File: config.mk
export PLATFORM = sky130hd
export DESIGN_NAME = xfer_fallback
export DESIGN_NICKNAME = d
export VERILOG_FILES = /design/src/rtl/xfer_fallback.sv
export SDC_FILE = /design/constraint.sdc
export NUM_CORES = 1
export LEC_CHECK = 0
export BUFFER_PORTS_ARGS = -buffer_cell sky130_fd_sc_hd__buf_4
export CORE_MARGIN = 5
export CORE_UTILIZATION = 41
export DETAILED_ROUTE_END_ITERATION = 12
export GPL_ROUTABILITY_DRIVEN = 0
export SETUP_SLACK_MARGIN = 0.2
export SKIP_LAST_GASP = 1
export SLEW_MARGIN = 20
export SYNTH_ARGS = -nofsm -noshare
export SYNTH_HDL_FRONTEND = slang
export SYNTH_SLANG_ARGS = --single-unit
File: constraint.sdc
create_clock -name clk -period 1.5 [get_ports clk]
set_input_delay 0.3 -clock clk [delete_from_list [all_inputs] [get_ports clk]]
set_output_delay 0.3 -clock clk [all_outputs]
set_load 0.01 [all_outputs]
File: src/rtl/xfer_fallback.sv
module xfer_fallback #(
  parameter int SATA_GENS    = 3,
  parameter int UDMA_MODES   = 7,
  parameter int ERR_LIMIT    = 3,
  parameter int WINDOW_TICKS = 900,
  localparam int NMODES = SATA_GENS + UDMA_MODES + 2,
  localparam int MODE_W = $clog2(NMODES)
) (
  input  logic              clk,
  input  logic              rst,
  input  logic              xfer_err,
  input  logic              time_tick,
  input  logic              sata_link,
  input  logic [MODE_W-1:0] boot_mode,
  output logic [MODE_W-1:0] cur_mode,
  output logic              mode_req,
  output logic              floor_warn
);
  localparam int LAST  = NMODES - 1;
  localparam int CNT_W = $clog2(ERR_LIMIT + 1);
  localparam int WIN_W = $clog2(WINDOW_TICKS);

  logic [CNT_W-1:0] err_cnt;
  logic [WIN_W-1:0] win_cnt;
  logic             run_q;

  function automatic logic [MODE_W-1:0] load_mode(input logic [MODE_W-1:0] m, input logic serial);
    if (int'(m) > LAST)                  return MODE_W'(LAST);
    if (!serial && int'(m) < SATA_GENS)  return MODE_W'(SATA_GENS);
    return m;
  endfunction

  function automatic logic [MODE_W-1:0] step_mode(input logic [MODE_W-1:0] m, input logic serial);
    if (!serial && int'(m) < SATA_GENS) return MODE_W'(SATA_GENS);
    return m + MODE_W'(1);
  endfunction

  wire win_end  = time_tick && (win_cnt == WIN_W'(WINDOW_TICKS - 1));
  wire trig     = xfer_err && !win_end && (err_cnt == CNT_W'(ERR_LIMIT));
  wire at_floor = (int'(cur_mode) == LAST);

  always_ff @(posedge clk) begin
    if (rst) begin
      cur_mode   <= load_mode(boot_mode, sata_link);
      err_cnt    <= '0;
      win_cnt    <= '0;
      mode_req   <= 1'b0;
      floor_warn <= 1'b0;
      run_q      <= 1'b0;
    end else begin
      run_q    <= 1'b1;
      mode_req <= 1'b0;
      if (trig) begin
        err_cnt <= '0;
        win_cnt <= '0;
        if (at_floor) floor_warn <= 1'b1;
        else begin
          cur_mode <= step_mode(cur_mode, sata_link);
          mode_req <= 1'b1;
        end
      end else if (win_end) begin
        win_cnt <= '0;
        err_cnt <= xfer_err ? CNT_W'(1) : '0;
      end else begin
        if (time_tick) win_cnt <= win_cnt + WIN_W'(1);
        if (xfer_err)  err_cnt <= err_cnt + CNT_W'(1);
      end
    end
  end

  initial begin
    p_params_ok: assert (ERR_LIMIT >= 1 && WINDOW_TICKS >= 2 && SATA_GENS >= 1 && UDMA_MODES >= 1);
  end

  p_cnt_bound_r3: assert property (@(posedge clk) disable iff (rst)
    int'(err_cnt) <= ERR_LIMIT);

  p_req_single_r4: assert property (@(posedge clk) disable iff (rst)
    mode_req |=> !mode_req);

  p_mode_moves_only_on_req_r4: assert property (@(posedge clk) disable iff (rst || !run_q)
    (cur_mode != $past(cur_mode)) |-> mode_req);

  p_mode_rises_r2: assert property (@(posedge clk) disable iff (rst || !run_q)
    mode_req |-> (cur_mode > $past(cur_mode)));

  p_floor_no_req_r8: assert property (@(posedge clk) disable iff (rst || !run_q)
    (int'($past(cur_mode)) == LAST) |-> !mode_req);

  p_warn_sticky_r8: assert property (@(posedge clk) disable iff (rst)
    floor_warn |=> floor_warn);

  p_mode_in_range_r1: assert property (@(posedge clk) disable iff (rst)
    int'(cur_mode) <= LAST);
endmodule

==> reports/results.ini <==
[place]
place_inst=144
io_buffers=14
pre_cts_slack_ns=-0.0160
hpwl_mm=1.45
postPlaceCellArea_sq_um=1140

[finish]
area_growth_pct=37.5
utilization_pct=57.9
antennaDiodeCount=0
postLayoutCellArea_sq_um=1240
final_cell_count_no_fill=151
nFillCells=195
drive_above_1_share_pct=35.0
final_nets=136

[power_and_ir_drop]
peakVddDrop_mv=0.439
power_switching_mw=0.255
combPwrFrac_pct=19.2
power_density_nw_per_um2=795
internal-power_mw=0.734
pwr-share-clk_pct=25.5
pwr-share-seq_pct=55.3
leakage_nw=0.465
p_sw_share_pct=25.8

[worst_setup_path]
cp_data_arrival_time_ns=1.63
ff2ff_path_depth=3
timing.rr.end=cur_mode[0]$_DFFE_PP_
timing.rr.start=win_cnt[4]$_SDFFE_PP0P_
worstPathMaxFanout=4
critPathLaunchType=register
r2r_slack_ns=-0.08
crit_type=reg2reg
required_ns=1.55
crit_path_end_kind=register

[die]
start_util_pct=42.1
fp.dieW_um=57.0
rows=17
io_pins=15
dieArea_sq_um=3250
core_sq_um=2150
die_h_um=57.0

[detailed_routing]
drt_iter0_markers=3
drtPass1Iterations=4
vias=818
via_per_inst=5.42
drc=0
detail-route-antenna-nets=0
wl_mm=2.05
wl_per_cell_um=13.6

[timing]
fin_crit_sh_pct=105
drv_slew=0
period_minus_slack_ns=1.58
fin_skew_ns=0.00484
clock.fmax_mhz=634
slew-limit-headroom_pct=79.6
finalSetupViolations=18
final.setup.worst_slack_ns=-0.0774
final_hold_viol_count=0
rsz0062_at_grt=true
worst_slew_pin_slew_ns=0.304

[hold_path]
hp-start=rst
hp-class=in2reg
holdPathStages=2
holdPathEnd=mode_req$_SDFF_PP0_

[clocking]
root_buffer=clkbuf_4
cts_htree_levels=1
cts_inserted_buffers=3
cts.clk_slew.worst_paths_ns=0.10
cts_sinks=18
cts_tree=done
insertion_delay_ns=0.29
cts_max_path_buffers=2

[synth]
ys_top_cells_by_area=dfxtp_1, edfxtp_1, ha_1
ys_warn_count=0
postSynth.asyncResetShare_pct=0
syn_area_sq_um=905
synth-edff-count=4
synth.largest_area_cell=dfxtp_1
seq_area_frac_synth_pct=44.3
synth_area_per_cell_sq_um=9.73
ys_types=36
synth-seq-cells=18
syn_inst=93
synth_most_common_cell=dfxtp_1
synth_top_flop_cell=dfxtp_1
syn_nets=105
synth_top_area_share_pct=31.0
ys_top_cells_by_count=dfxtp_1, nand2_1, a21oi_1, nor2_1

[grt]
grt_start_max_net_pins=16
grt_pass1_vias=800
grt_use_total_pct=13.2
grt_pass1_wl_mm=3.37
grt_antenna_before_repair=0
grt-ovfl-total=0

[outcome]
failed_checks=setup timing
status=finished, violations left

[flow_run]
cap_violations=0

## logic make-up (layout without fill, tap and decap cells)
group / after synthesis / in the layout / synth area share (%)
compound gates: 22 / 22 / 17.3
xor+xnor: 6 / 6 / 5.81
fa+ha+maj: 3 / 3 / 4.15
buf+inv: 4 / 34 / 2.21
flops: 18 / 18 / 44.3
mux: 2 / 2 / 2.21
simple gates: 38 / 38 / 24.1
## worst max path at each step
stage,startpoint,to
floorplan,win_cnt[4]$_SDFFE_PP0P_,win_cnt[9]$_SDFFE_PP0P_
global placement,win_cnt[4]$_SDFFE_PP0P_,win_cnt[7]$_SDFFE_PP0P_
detailed placement,win_cnt[4]$_SDFFE_PP0P_,win_cnt[9]$_SDFFE_PP0P_
CTS,win_cnt[4]$_SDFFE_PP0P_,cur_mode[0]$_DFFE_PP_
global route,win_cnt[4]$_SDFFE_PP0P_,floor_warn$_SDFFE_PP0P_
finish,win_cnt[4]$_SDFFE_PP0P_,cur_mode[0]$_DFFE_PP_
## placed cells by master, fill, tap and decap left out, types with 4 or more instances in the layout
master,count
o21ai_0,4
or3_1,5
xor2_1,4
edfxtp_1,4
dfxtp_1,13
a21oi_1,7
nor2_1,7
nand2_1,8
buf_4,27
nand4_1,5
## what timing repair did
item | in CTS | in global routing
setup buffers | 0 | 3
pin swaps | 1 | 3
endpoints found under the setup margin | 21 | 23
hold buffers | 0 | 0
gates resized for setup | 4 | 6
## through the flow
stage / hold slack (ns) / setup TNS [ns] / power (mW)
detailed placement: 0.444 / -0.119 / 0.711
global placement: 0.444 / 0 / 0.706
global route: 0.275 / -1.98 / 1.05
floorplan: 0.447 / 0 / 0.640
CTS: 0.254 / -0.316 / 0.973
finish: 0.280 / -0.558 / 0.988
## power by group through the flow
stage	Combinational (mW)	Sequential [mW]	Clock (mW)
3_3_place_gp	0.155	0.552	0
6_report	0.190	0.546	0.252
4_1_cts	0.164	0.543	0.266
2_1_floorplan	0.0818	0.558	0
5_1_grt	0.209	0.549	0.287
3_5_place_dp	0.157	0.553	0
## metal layers
layer	global-route usage [%]	share of wire, %	vias to the layer above
met5	0	0	-
met2	22.3	50	13
li1	-	-	416
met1	14.5	44	385
met4	8.28	2.0	0
met3	3.62	3.6	4
## final cells by class
class	instances	area, sq um	share of cell area (%)
Clock buffer	4	26.3	2.11
Sequential cell	18	402	32.3
Tap cell	28	35.0	2.82
Timing Repair Buffer	30	236	19.0
Multi-Input combinational cell	71	544	43.8
## worst max-delay path, cell delays in order, from the launching register on
cell      delay [ns]
dfxtp_2         0.33
or4b_4          0.57
nor4_4          0.32
o21bai_4        0.11
## flip-flops by register name (all words and copies together) (netlist names)
signal / flops
win_cnt: 10
cur_mode: 4
mode_req: 1
floor_warn: 1
err_cnt: 2
Power figures use the tool's default switching activity.
